$ cat config.mk
export PLATFORM = sky130hd
export DESIGN_NAME = key_sched_top
export DESIGN_NICKNAME = d
export VERILOG_FILES = /design/src/rtl/key_sched_pkg.sv /design/src/rtl/key_nib_sbox.sv /design/src/rtl/key_step_comb.sv /design/src/rtl/key_sched_ctrl.sv /design/src/rtl/key_sched_dp.sv /design/src/rtl/key_sched_top.sv
export SDC_FILE = /design/constraint.sdc
export NUM_CORES = 1
export LEC_CHECK = 0
export BUFFER_PORTS_ARGS = -buffer_cell sky130_fd_sc_hd__buf_4
export CORE_MARGIN = 3
export CORE_UTILIZATION = 48
export DETAILED_ROUTE_END_ITERATION = 16
export GPL_TIMING_DRIVEN = 0
export PLACE_DENSITY = 0.81
export SLEW_MARGIN = 40
export SYNTH_ARGS = -nofsm -noshare
export SYNTH_HDL_FRONTEND = slang
export SYNTH_SLANG_ARGS = --single-unit
$ cat constraint.sdc
create_clock -name clk -period 2.25 [get_ports clk]
set_input_delay 0.1125 -clock clk [delete_from_list [all_inputs] [get_ports clk]]
set_output_delay 0.1125 -clock clk [all_outputs]
set_load 0.005 [all_outputs]
$ cat src/rtl/key_sched_pkg.sv
package key_sched_pkg;
  localparam int KeyW   = 64;
  localparam int HalfW  = KeyW / 2;
  localparam int RotW   = 8;
  localparam int RoundW = 5;
  localparam int RcLsb  = 40;
  localparam int SubLsb = 8;
  localparam int NibW   = 4;
  localparam int SubCnt = 4;

  typedef struct packed {
    logic loadEn;
    logic stepEn;
  } keyStrobe_t;
endpackage

$ cat src/rtl/key_nib_sbox.sv
module key_nib_sbox (
  input  logic [3:0] nibIn,
  output logic [3:0] nibOut
);
  always_comb begin
    case (nibIn)
      4'h0: nibOut = 4'h7;
      4'h1: nibOut = 4'h4;
      4'h2: nibOut = 4'hA;
      4'h3: nibOut = 4'h9;
      4'h4: nibOut = 4'h1;
      4'h5: nibOut = 4'hF;
      4'h6: nibOut = 4'hB;
      4'h7: nibOut = 4'h0;
      4'h8: nibOut = 4'hC;
      4'h9: nibOut = 4'h3;
      4'hA: nibOut = 4'h2;
      4'hB: nibOut = 4'h6;
      4'hC: nibOut = 4'h8;
      4'hD: nibOut = 4'hE;
      4'hE: nibOut = 4'hD;
      default: nibOut = 4'h5;
    endcase
  end
endmodule

$ cat src/rtl/key_step_comb.sv
module key_step_comb
  import key_sched_pkg::*;
(
  input  logic [KeyW-1:0]   keyIn,
  input  logic [RoundW-1:0] roundIn,
  output logic [KeyW-1:0]   keyNext
);
  localparam int SubW = SubCnt * NibW;

  logic [HalfW-1:0] hiRot, loRot;
  logic [KeyW-1:0]  swapped, salted;
  logic [SubW-1:0]  subOut;

  // byte rotation of each half, wrapping
  assign hiRot = {keyIn[KeyW-1-RotW:HalfW], keyIn[KeyW-1 -: RotW]};
  assign loRot = {keyIn[HalfW-1-RotW:0], keyIn[HalfW-1 -: RotW]};
  assign swapped = {loRot, hiRot ^ loRot};

  always_comb begin
    salted = swapped;
    salted[RcLsb +: RoundW] = swapped[RcLsb +: RoundW] ^ roundIn;
  end

  for (genvar i = 0; i < SubCnt; i++) begin : g_sub
    key_nib_sbox u_sbox (
      .nibIn (salted[SubLsb + i*NibW +: NibW]),
      .nibOut(subOut[i*NibW +: NibW])
    );
  end

  always_comb begin
    keyNext = salted;
    keyNext[SubLsb +: SubW] = subOut;
  end
endmodule

$ cat src/rtl/key_sched_ctrl.sv
module key_sched_ctrl
  import key_sched_pkg::*;
(
  input  logic              clk,
  input  logic              rstN,
  input  logic              loadKey,
  input  logic              stepKey,
  output keyStrobe_t        strobe,
  output logic [RoundW-1:0] roundNum
);
  localparam logic [RoundW-1:0] FirstRound = RoundW'(1);

  always_comb begin
    strobe.loadEn = loadKey;
    strobe.stepEn = stepKey & ~loadKey;
  end

  always_ff @(posedge clk) begin
    if (!rstN)               roundNum <= FirstRound;
    else if (strobe.loadEn)  roundNum <= FirstRound;
    else if (strobe.stepEn)  roundNum <= roundNum + RoundW'(1);
  end
endmodule

$ cat src/rtl/key_sched_dp.sv
module key_sched_dp
  import key_sched_pkg::*;
(
  input  logic              clk,
  input  logic              rstN,
  input  keyStrobe_t        strobe,
  input  logic [KeyW-1:0]   masterKey,
  input  logic [RoundW-1:0] roundNum,
  output logic [KeyW-1:0]   keyReg,
  output logic [KeyW-1:0]   keyNext
);
  key_step_comb u_step (
    .keyIn  (keyReg),
    .roundIn(roundNum),
    .keyNext(keyNext)
  );

  always_ff @(posedge clk) begin
    if (!rstN)              keyReg <= '0;
    else if (strobe.loadEn) keyReg <= masterKey;
    else if (strobe.stepEn) keyReg <= keyNext;
  end
endmodule

$ cat src/rtl/key_sched_top.sv
module key_sched_top
  import key_sched_pkg::*;
(
  input  logic              clk,
  input  logic              rstN,
  input  logic              loadKey,
  input  logic [KeyW-1:0]   masterKey,
  input  logic              stepKey,
  output logic [KeyW-1:0]   keyOut,
  output logic [RoundW-1:0] roundOut,
  output logic [KeyW-1:0]   keyPreview
);
  keyStrobe_t strobe;

  key_sched_ctrl u_ctrl (
    .clk     (clk),
    .rstN    (rstN),
    .loadKey (loadKey),
    .stepKey (stepKey),
    .strobe  (strobe),
    .roundNum(roundOut)
  );

  key_sched_dp u_dp (
    .clk      (clk),
    .rstN     (rstN),
    .strobe   (strobe),
    .masterKey(masterKey),
    .roundNum (roundOut),
    .keyReg   (keyOut),
    .keyNext  (keyPreview)
  );
endmodule

# Word level (Yosys, flattened, before mapping)
# Memory sizes are Yosys's and may differ from the RTL's.
# Cells that the tools add are included.
# W data, S select, Z words.
[totals]
mem_count = 4
ramBits = 0
in_bits = 68
latch_bits = 0
out_inout_bits = 133
word_cells = 16
rom_bits = 256
reg_bits = 69
[memory_table]
columns = ["name", "words", "width", "read_ports", "rd_clocked_by_memory_dff", "write_ports", "line_no", "rtl"]
rows = [
  ["(name not given)", 16, 4, 1, 0, 0, "key_nib_sbox.sv:6", "case (nibIn)"],
  ["(name not given)", 16, 4, 1, 0, 0, "key_nib_sbox.sv:6", ""],
  ["(name not given)", 16, 4, 1, 0, 0, "key_nib_sbox.sv:6", ""],
  ["(name not given)", 16, 4, 1, 0, 0, "key_nib_sbox.sv:6", ""],
]
[classes]
shift = 0
div_mod_pow = 0
mul = 0
mux = 2
n_eq_ne = 0
magnitude_cmp = 0
n_addsub = 1
bitwise_logic = 5
reduce_logical = 2
[ops]
columns = ["cell", "n"]
rows = [
  ["$mux W64", 2],
  ["$xor A32 B32 Y32", 1],
  ["$add A5 B1 Y5 const B", 1],
  ["$xor A5 B5 Y5", 1],
  ["$not A1 Y1", 2],
  ["$reduce_bool A2 Y1", 1],
  ["$reduce_or A2 Y1", 1],
  ["$and A1 B1 Y1", 1],
]

# Logic depth before layout (Yosys ltp)
# Gate-level depths: netlist (run 1).
[depth]
ltp_word = 4
mapped_depth = 7
ltp_nobuf = 7

# Modules after synthesis
# A second synthesis (run 1) with hierarchy kept.
[hier_totals]
hier_cells = 494
hier_area_um2 = 5313.8
[by_module_without_submodules]
columns = ["module", "area_each_um2", "cells_per_inst", "n_inst", "seq_area_each_um2"]
rows = [
  ["key_sched_dp", 3499.6, 284, 1, 1281.2],
  ["key_nib_sbox", 216.5, 25, 4, 0.0],
  ["key_step_comb", 684.4, 85, 1, 0.0],
  ["key_sched_ctrl", 264.0, 25, 1, 100.1],
]

# Worst setup path before layout (run 1)
# OpenSTA, ideal clock, no wires.
[synth_timing]
path_type = "register to register"
from = "reg u_dp.keyReg[1]"
to = "reg u_dp.keyReg[11]"
arrival_time_ns = 1.690
path_slack_ns = 0.427
n_path_buf = 0
setup_ns = 0.132
t_required_ns = 2.118
synth_period_minus_slack_ns = 1.823
path_stages_with_launch = 6
path_cell_list = "dfxtp_1 -> xor2_2 -> ha_1 -> mux4_2 -> mux2i_1 -> a21oi_1"
[synth_between]
elab_chain_len = 4
[synth_rtl]
columns = ["item", "line_no", "rtl"]
rows = [
  ["start: declaration", "key_sched_dp.sv:9", "output logic [KeyW-1:0] keyReg,"],
  ["start signal: assignment", "key_sched_dp.sv:20", "else if (strobe.loadEn) keyReg <= masterKey;"],
  ["start signal: assignment", "key_sched_dp.sv:21", "else if (strobe.stepEn) keyReg <= keyNext;"],
  ["$xor A32 B32 Y32", "key_step_comb.sv:17", "assign swapped = {loRot, hiRot ^ loRot};"],
  ["$mem_v2 Z16 W4", "-", ""],
  ["via keyPreview[11]", "key_sched_top.sv:11", "output logic [KeyW-1:0] keyPreview"],
  ["$mux W64", "key_sched_dp.sv:21", ""],
  ["$mux W64", "key_sched_dp.sv:20", ""],
]
# The timed path passes the listed nets, and every way through them passes these cells. The select of a mux whose other input is x is not followed.
# A chain may end at the register's enable or synchronous reset.

# Worst setup path in the final report (run 1)
[layout_timing]
from = "reg u_dp.keyReg[13]"
to = "out keyPreview[22]"
[layout_between]
elab_chain_len = 2
[layout_rtl]
columns = ["item", "line_no"]
rows = [
  ["$xor A32 B32 Y32", "key_step_comb.sv:17"],
  ["$mem_v2 Z16 W4", "-"],
  ["end: declaration", "key_sched_top.sv:11"],
]
# No other way between the ends.

==> results of run 1 <==
## power by group
group	total, mW	switching (mW)	internal [mW]
logic	1.58	0.733	0.848
clock network	1.11	0.486	0.620
registers	1.50	0.182	1.32
## synth_stat cells (5+ instances only)
cell type	count	area (sq um)
buf_2	8	40.0
o21ai_0	35	175
nand3_1	19	95.1
a311o_1	5	50.1
ha_1	9	113
a31oi_1	10	62.6
nor3_1	9	45.0
xor2_1	30	263
inv_1	9	33.8
dfxtp_1	69	1380
and2_1	21	131
a21oi_1	9	45.0
mux2i_1	54	541
nand2_1	62	233
o211a_1	27	270
xnor2_1	9	78.8
clkbuf_1	17	63.8
xor2_2	7	114
nor2_1	14	52.6
nor3b_1	8	60.1
buf_4	27	203
buf_1	6	22.5
## metal layers
| layer | track usage | vias up | share of wire |
|---|---|---|---|
| li1 | - | 2231 | - |
| met1 | 0.393 | 2362 | 0.41 |
| met2 | 0.510 | 264 | 0.48 |
| met3 | 0.0575 | 33 | 0.090 |
| met4 | 0.103 | 0 | 0.022 |
| met5 | 0 | - | 0 |
## flip-flops by register name, indices dropped and copies added (netlist names)
signal	count
u_dp.keyReg	64
u_ctrl.roundNum	5
## layout by cell type, fill, tap and decap left out, drive strengths merged
master and instances:
mux2i 54, ha 9, o31ai 2, a211oi 2
clkbuf 28, a31oi 10, nand4 1, dfxtp 69
o21ai 39, nor3b 8, and3 7, nor2 15
nand2b 1, xor2 37, a311oi 4, xnor2 13
dlygate4sd3 23, a221o 1, mux4 1, inv 10
a41o 3, a311o 5, o311ai 1, o211a 27
a211o 3, a21oi 9, nand2 62, o22ai 1
bufinv 2, buf 239, and2 21, nor3 11
o221ai 1, nor2b 2, clkinv 4, nand3 19
## per-stage QoR
step	setup TNS (ns)	total power [mW]	setup WS (ns)	instance area [sq um]
floorplan	0	2.26	0.427	4480
global placement	0	2.97	0.290	6090
detailed placement	0	3.03	0.226	6090
CTS	0	4.15	0.00393	6560
global route	-0.0556	4.39	-0.0498	6610
finish	0	4.19	0.0738	6610
## critical path, cell delays in order, from the launching register on
cell and delay [ns]:
dfxtp_1 0.47, xor2_2 0.31, inv_1 0.16, ha_1 0.24, nor3_1 0.24, a311oi_2 0.12
buf_4 0.19
## area by class of cell
type	instances	area (sq um)
multi-input combinational	369	2790
buffer	58	329
sequential	69	1390
clock buffer	11	131
inverter	11	41.3
fill	661	2280
tap	108	135
timing repair buffer	221	1720
clock inverter	5	75.1
## path summary, 6_finish.rpt
| path | end | slack, ns | cells past startpoint |
|---|---|---|---|
| min | u_dp.keyReg[54] | 0.01 | 2 |
| max | keyPreview[22] | 0.07 | 6 |
| max reg2reg | u_dp.keyReg[22] | 0.31 | 7 |
| min reg2reg | u_dp.keyReg[17] | 0.59 | 2 |
## logic make-up after synthesis
| group | Yosys count | synth area share |
|---|---|---|
| AO/OA/AOI/OAI | 108 | 0.177 |
| XOR/XNOR | 50 | 0.121 |
| adder cells (fa/ha/maj) | 9 | 0.0251 |
| buffers and inverters | 69 | 0.0827 |
| flip-flops | 69 | 0.308 |
| multiplexers | 55 | 0.126 |
| AND/OR/NAND/NOR | 147 | 0.160 |
## what timing repair did
action,4_1_cts,5_1_grt
hold endpoints to repair,23,0
gates resized for setup,3,9
hold buffers,23,0
setup buffers,0,1
pin swaps,0,2
setup endpoints to repair,3,8
==> results.ini, run 1 <==
[clocking]
cts_tree = done
cts-root-buf = clkbuf_8
clkTransAtPathRegs_ns = 0.07
clkLatencyLatePin_ns = 0.34
ctsLongestPathBuffers = 2
numCtsBuffers = 9
cts_sinks = 69
cts_max_level = 3

[critical_path]
r2r_start = u_dp.keyReg[13]
startpoint_type = flop
end_kind = primary output
crit_start = u_dp.keyReg[13]
critPathRequiredTime_ns = 2.14
criticalPathCategory = flop to primary output
arrival_ns = 2.06
cp_max_fo = 5

[timing]
slew_violations = 0
finalCritPeriodShare = 0.967
fmax_mhz = 460
finalSetupViolCount = 0
period_needed_ns = 2.18
skew_ns = 0.00990
hold_viol = 0
tightest_slew_ns = 0.631
grt_setup_unrepaired = yes
holdWs_ns = 0.0104
maxSlewHeadroom = 0.576

[hold_path]
min_path_type = primary input to flop
worstHoldStart = masterKey[54]

[cells_and_area]
stdcell_count = 852
area_growth_pct = 47.6
diodes = 0
nets = 816
final_util = 0.743
drive_gt1_frac = 0.372

[placement]
hpwlAfterDp_mm = 12.4
gp_congestion = 0.870
portBuffers = 197
place_inst = 812

[status]
outcome = completed

[detailed_routing]
vias = 4890
wire_per_inst_um = 19.6
drtAntennaViolNets = 0
drc = 0
drtIter0Drc = 287
vias_per_cell = 5.74
wirelength_mm = 16.7
dr.pass1.iters = 7

[die]
die_x_um = 103
die-area_sq_mm = 0.0105
die_y_um = 103
core_area_sq_mm = 0.00889
row_count = 34
start_util = 0.504
design.portCount = 201

[grt]
antenna_found_initial = 0
first_global_vias = 4614
grt.overflow.total = 0
track_usage = 0.304
grt_max_degree = 12
grt_pass1_wl_mm = 24.5

[yosys]
synth_cell_type_count = 45
synth.avg_cell_area_sq_um = 8.83
synthCells = 507
ys_seq_area_frac = 0.308
postSynth.asyncResetShare = 0
ys_ff_latch = 69
synth_nets = 584
synth_edf_count = 0
yosys_warnings = 0
synth_top_flop_cell = dfxtp_1
syn-cell-area_sq_mm = 0.00448

[power_and_ir_drop]
p_per_area_mw_per_mm2 = 634
peakVddDrop_mv = 0.352
p_leak_nw = 3.47

[job]
drv_cap = 0

Power figures use the tool's default switching activity.
==> inputs of run 2 (changes only) <==
--- a/config.mk
+++ b/config.mk
@@ -6,7 +6,8 @@
 export NUM_CORES = 1
 export LEC_CHECK = 0
 export BUFFER_PORTS_ARGS = -buffer_cell sky130_fd_sc_hd__buf_4
-export CORE_MARGIN = 3
+export CORE_ASPECT_RATIO = 0.6
+export CORE_MARGIN = 2
 export CORE_UTILIZATION = 48
 export DETAILED_ROUTE_END_ITERATION = 16
 export GPL_TIMING_DRIVEN = 0
==> run 2 against run 1 <==
  * Worst setup slack got worse by 0.015 ns
  * Clock-buffer cell count increased by 2
  * Total power increased by 15%
  * Wire length increased by 4.7%
  * Critical path type unchanged
  * Critical endpoint is now keyPreview[11]
  * Largest cell class unchanged
==> results.ini, run 2 (synthesized netlist as in run 1, its figures left out) <==
[status]
outcome = completed

[timing]
tightest_slew_ns = 0.671
finalCritPeriodShare = 0.974
skew_ns = 0.00631
maxSlewHeadroom = 0.553
hold_viol = 0
period_needed_ns = 2.19
finalSetupTns_ns = 0
grt_setup_unrepaired = no
finalSetupViolCount = 0
slew_violations = 0
fmax_mhz = 456
fin_ws_ns = 0.0585

[clocking]
ctsLongestPathBuffers = 2
cts_sinks = 69
cts_tree = done
cts-root-buf = clkbuf_16
numCtsBuffers = 9
clkLatencyLatePin_ns = 0.34
clkTransAtPathRegs_ns = 0.06
cts_max_level = 3

[grt]
track_usage = 0.334
grt_max_degree = 12
first_global_vias = 4475
grt.overflow.total = 0
grt_pass1_wl_mm = 25.5
antenna_found_initial = 0

[job]
drv_cap = 0

[die]
die-area_sq_mm = 0.0101
row_count = 27
core_area_sq_mm = 0.00912
die_x_um = 129
start_util = 0.491
die_y_um = 78.8
design.portCount = 201

[detailed_routing]
drtIter0Drc = 443
dr.pass1.iters = 6
drtAntennaViolNets = 0
vias = 4903
vias_per_cell = 5.78
drc = 0
wire_per_inst_um = 20.6
wirelength_mm = 17.5

[cells_and_area]
largestRegisters = u_dp.keyReg: 64 flops, u_ctrl.roundNum: 5 flops
largest_reg_flops = 64
multiInputGateArea_sq_mm = 0.00281
final_util = 0.731
regArea_sq_mm = 0.00139
diodes = 0
nFillCells = 694
area_growth_pct = 48.9
nets = 805
drive_gt1_frac = 0.382
fin_area_sq_mm = 0.00667
largest_register = u_dp.keyReg
final_common_cell = buf_4
mostFrequentLayoutCells = buf_4 (227), dfxtp_1 (65), nand2_1 (62)

[placement]
portBuffers = 197
gp_congestion = 0.899
hpwlAfterDp_mm = 13.0
place_ws_ns = 0.132
placed_area_sq_mm = 0.00610

[hold_path]
worstHoldStart = masterKey[33]
hold_depth = 2
min_path_type = primary input to flop

[critical_path]
path_cells = xnor2_2 > inv_2 > ha_1 > mux4_2 > buf_4
reg2reg_depth = 6
cp_max_fo = 6
arrival_ns = 2.08
startpoint_type = flop
max_stage_delay_ns = 0.49
r2r_start = u_dp.keyReg[0]
critPathRequiredTime_ns = 2.14
crit_start = u_dp.keyReg[0]
crit_slowest_cell = mux4_2
end_kind = primary output
criticalPathCategory = flop to primary output

[power_and_ir_drop]
p_total_mw = 4.83
p_per_area_mw_per_mm2 = 724
peakVddDrop_mv = 0.432
p_leak_nw = 3.49

run 2: cell types whose count changed in the layout (fill, tap and decap cells not counted):
| cell | previous run | this run |
|---|---|---|
| clkbuf_1 | 19 | 18 |
| buf_4 | 225 | 227 |
| bufinv_16 | 2 | 3 |
| clkinv_2 | 3 | 0 |
| clkbuf_16 | 0 | 9 |
| xor2_2 | 3 | 2 |
| clkbuf_8 | 9 | 3 |
| xor2_4 | 4 | 5 |
| dlygate4sd3_1 | 23 | 10 |
run 2: area by class of cell:
class | count | share of cell area
Multi-Input combinational cell | 369 | 0.421
Timing Repair Buffer | 210 | 0.240
Sequential cell | 69 | 0.208
Buffer | 58 | 0.0493
Clock buffer | 13 | 0.0405
Tap cell | 116 | 0.0218
Clock inverter | 3 | 0.0135
Inverter | 11 | 0.00619
run 2: stage by stage:
step | hold WS (ns) | cells
detailed placement | 0.342 | 820
finish | 0.00436 | 849
CTS | 0.00199 | 846
global route | 0.000510 | 849
floorplan | 0.250 | 507
global placement | 0.337 | 820
run 2: worst max-delay path, delay by kind of cell (launching register included):
kind       cells  cell delay (ns)
buf+inv        2             0.28
mux            1             0.49
flops          1             0.37
xor+xnor       1             0.28
fa+ha+maj      1             0.33
run 2: path summary, 6_finish.rpt:
path / endpoint / slack, ns
setup / recovery: keyPreview[11] / 0.06
hold / removal: u_dp.keyReg[33] / 0.004
setup reg to reg: u_dp.keyReg[11] / 0.28
hold reg to reg: u_dp.keyReg[18] / 0.62
run 2: what timing repair did:
item	in CTS	in global routing
endpoints found under the setup margin	2	12
hold endpoints to repair	10	0
buffers inserted	0	3
pin swaps	1	3
hold buffers	10	0
resized for setup	4	9
cloned	0	0
run 2: layer usage:
metal / vias to the layer above / track usage / part of all wire
met5: - / 0 / 0
met4: 0 / 0.0761 / 0.014
met3: 32 / 0.0883 / 0.12
met2: 322 / 0.506 / 0.44
met1: 2342 / 0.474 / 0.43
li1: 2207 / - / -
run 2: report_power, final:
group / total, mW / internal [mW] / switching, mW
combinational: 1.60 / 0.842 / 0.757
sequential: 1.51 / 1.32 / 0.189
clock: 1.72 / 1.17 / 0.543
==> inputs of run 3 (changes only) <==
--- a/config.mk
+++ b/config.mk
@@ -5,7 +5,7 @@
 export SDC_FILE = /design/constraint.sdc
 export NUM_CORES = 1
 export LEC_CHECK = 0
-export BUFFER_PORTS_ARGS = -buffer_cell sky130_fd_sc_hd__buf_4
+export BUFFER_PORTS_ARGS = -buffer_cell sky130_fd_sc_hd__buf_2
 export CORE_ASPECT_RATIO = 0.6
 export CORE_MARGIN = 2
 export CORE_UTILIZATION = 48
==> run 3 against run 2 <==
  * Sequential cell count is the same
  * Design area shrank 8.2%
  * First-iteration DRC count shrank 21%
  * Highest routed layer unchanged
  * Non-clock buffer count shrank 5
  * Die area is the same
  * Total power shrank 6.0%
  * Critical path type unchanged
  * Sequential power is essentially flat
  * Global-route usage shrank 1.3 points
  * Final cell count shrank 0.59%
  * Clock power shrank 5%
  * Clock-buffer cell count shrank 1
==> results.ini, run 3 (synthesized netlist as in run 1, its figures left out) <==
[detailed_routing]
vias_per_cell = 5.63
dr.pass1.iters = 5
drc = 0
drtAntennaViolNets = 0
wirelength_mm = 16.8
vias = 4754
drtIter0Drc = 351
wire_per_inst_um = 19.9

[timing]
period_needed_ns = 2.15
finalCritPeriodShare = 0.954
fin_ws_ns = 0.102
tightest_slew_ns = 0.720
grt_setup_unrepaired = no
maxSlewHeadroom = 0.520
finalSetupTns_ns = 0
slew_violations = 0
fmax_mhz = 466
finalSetupViolCount = 0
hold_viol = 0
skew_ns = 0.00749

[grt]
grt_pass1_wl_mm = 24.2
track_usage = 0.321
antenna_found_initial = 0
grt.overflow.total = 0
first_global_vias = 4201
grt_max_degree = 13

[clocking]
numCtsBuffers = 9
cts_tree = done
ctsLongestPathBuffers = 2
clkTransAtPathRegs_ns = 0.06
cts_sinks = 69
cts-root-buf = clkbuf_16
clkLatencyLatePin_ns = 0.34
cts_max_level = 3

[power_and_ir_drop]
combPwrFrac = 0.307
p_sw_mw = 1.48
p_clk_frac = 0.361
switching_share = 0.326
p_leak_nw = 3.36
peakVddDrop_mv = 0.555
p_per_area_mw_per_mm2 = 740
seqPwrFrac = 0.333
p_int_mw = 3.06

[die]
die_x_um = 129
row_count = 27
die_y_um = 78.8
start_util = 0.491
die-area_sq_mm = 0.0101
design.portCount = 201
core_area_sq_mm = 0.00912

[critical_path]
critPathBufInv = 2
criticalPathCategory = flop to primary output
startpoint_type = flop
critPathRequiredTime_ns = 2.14
path_cells = xnor2_4 > inv_2 > ha_1 > mux4_2 > buf_2
arrival_ns = 2.04
cpLargestDelayFamily = multiplexers
cp_max_fo = 6
end_kind = primary output
crit_slowest_cell = mux4_2
max_stage_delay_ns = 0.49

[cells_and_area]
final_common_cell = buf_2
mostFrequentLayoutCells = buf_2 (205), dfxtp_1 (65), nand2_1 (62)
largest_reg_flops = 64
largestRegisters = u_dp.keyReg: 64 flops, u_ctrl.roundNum: 5 flops
nFillCells = 752
drive_gt1_frac = 0.390
area_growth_pct = 36.8
nets = 800
diodes = 0
largest_register = u_dp.keyReg

[placement]
gp_congestion = 0.985
portBuffers = 197
hpwlAfterDp_mm = 12.8
place_ws_ns = 0.118

[hold_path]
min_path_type = primary input to flop

[job]
drv_cap = 0

[status]
outcome = completed

==> run 3: timing repair <==
| action | in CTS | in global routing |
|---|---|---|
| pin swaps | 0 | 2 |
| hold buffers | 2 | 0 |
| setup endpoints to repair | 2 | 10 |
| resized for setup | 2 | 13 |
| buffers inserted | 0 | 6 |
| endpoints found under the hold margin | 2 | 0 |
==> run 3: final cells by class <==
| cell class | count | area, sq um | share of cell area |
|---|---|---|---|
| buffer | 58 | 329 | 0.0537 |
| timing repair buffer | 205 | 1050 | 0.172 |
| inverter | 11 | 41.3 | 0.00674 |
| sequential | 69 | 1390 | 0.226 |
| clock buffer | 12 | 267 | 0.0435 |
| clock inverter | 4 | 77.6 | 0.0127 |
| tap | 116 | 145 | 0.0237 |
| multi-input combinational | 369 | 2830 | 0.462 |
==> run 3: power by group through the flow <==
stage / sequential, mW / clock, mW / combinational (mW)
CTS: 1.49 / 1.64 / 1.34
floorplan: 1.47 / 0 / 0.788
finish: 1.51 / 1.63 / 1.39
global placement: 1.50 / 0 / 1.28
detailed placement: 1.51 / 0 / 1.33
global route: 1.52 / 1.70 / 1.51
==> run 3: worst reg2reg max path, stage by stage (launching register included) <==
cell and delay [ns]:
dfxtp_1 0.46, xnor2_4 0.18, inv_2 0.11, ha_1 0.32
mux4_2 0.49, mux2i_1 0.15, a21oi_1 0.08
==> run 3: per-layer routing <==
metal,GRT usage,share of wire,up-vias
li1,-,-,2190
met1,0.442,0.44,2256
met2,0.480,0.43,285
met3,0.117,0.12,23
met4,0.0717,0.013,0
met5,0,0,-
==> run 3: path summary, 6_finish.rpt <==
path,startpoint,to,slack (ns),depth (start not counted)
max,u_dp.keyReg[32],keyPreview[11],0.10,5
min,masterKey[39],u_dp.keyReg[39],0.008,2
max reg2reg,u_dp.keyReg[32],u_dp.keyReg[11],0.33,6
min reg2reg,u_ctrl.roundNum[1],u_ctrl.roundNum[1],0.61,2
==> run 3: stage by stage <==
| stage | instance area (sq um) | instances | power [mW] | hold WS (ns) | util |
|---|---|---|---|---|---|
| 2_1_floorplan | 4480 | 507 | 2.26 | 0.250 | - |
| 3_3_place_gp | 5610 | 820 | 2.78 | 0.340 | 0.615 |
| 3_5_place_dp | 5610 | 820 | 2.84 | 0.345 | 0.615 |
| 4_1_cts | 5990 | 838 | 4.46 | 0.000788 | 0.657 |
| 5_1_grt | 6120 | 844 | 4.73 | 0.000676 | 0.671 |
| 6_report | 6120 | 844 | 4.53 | 0.00786 | 0.671 |
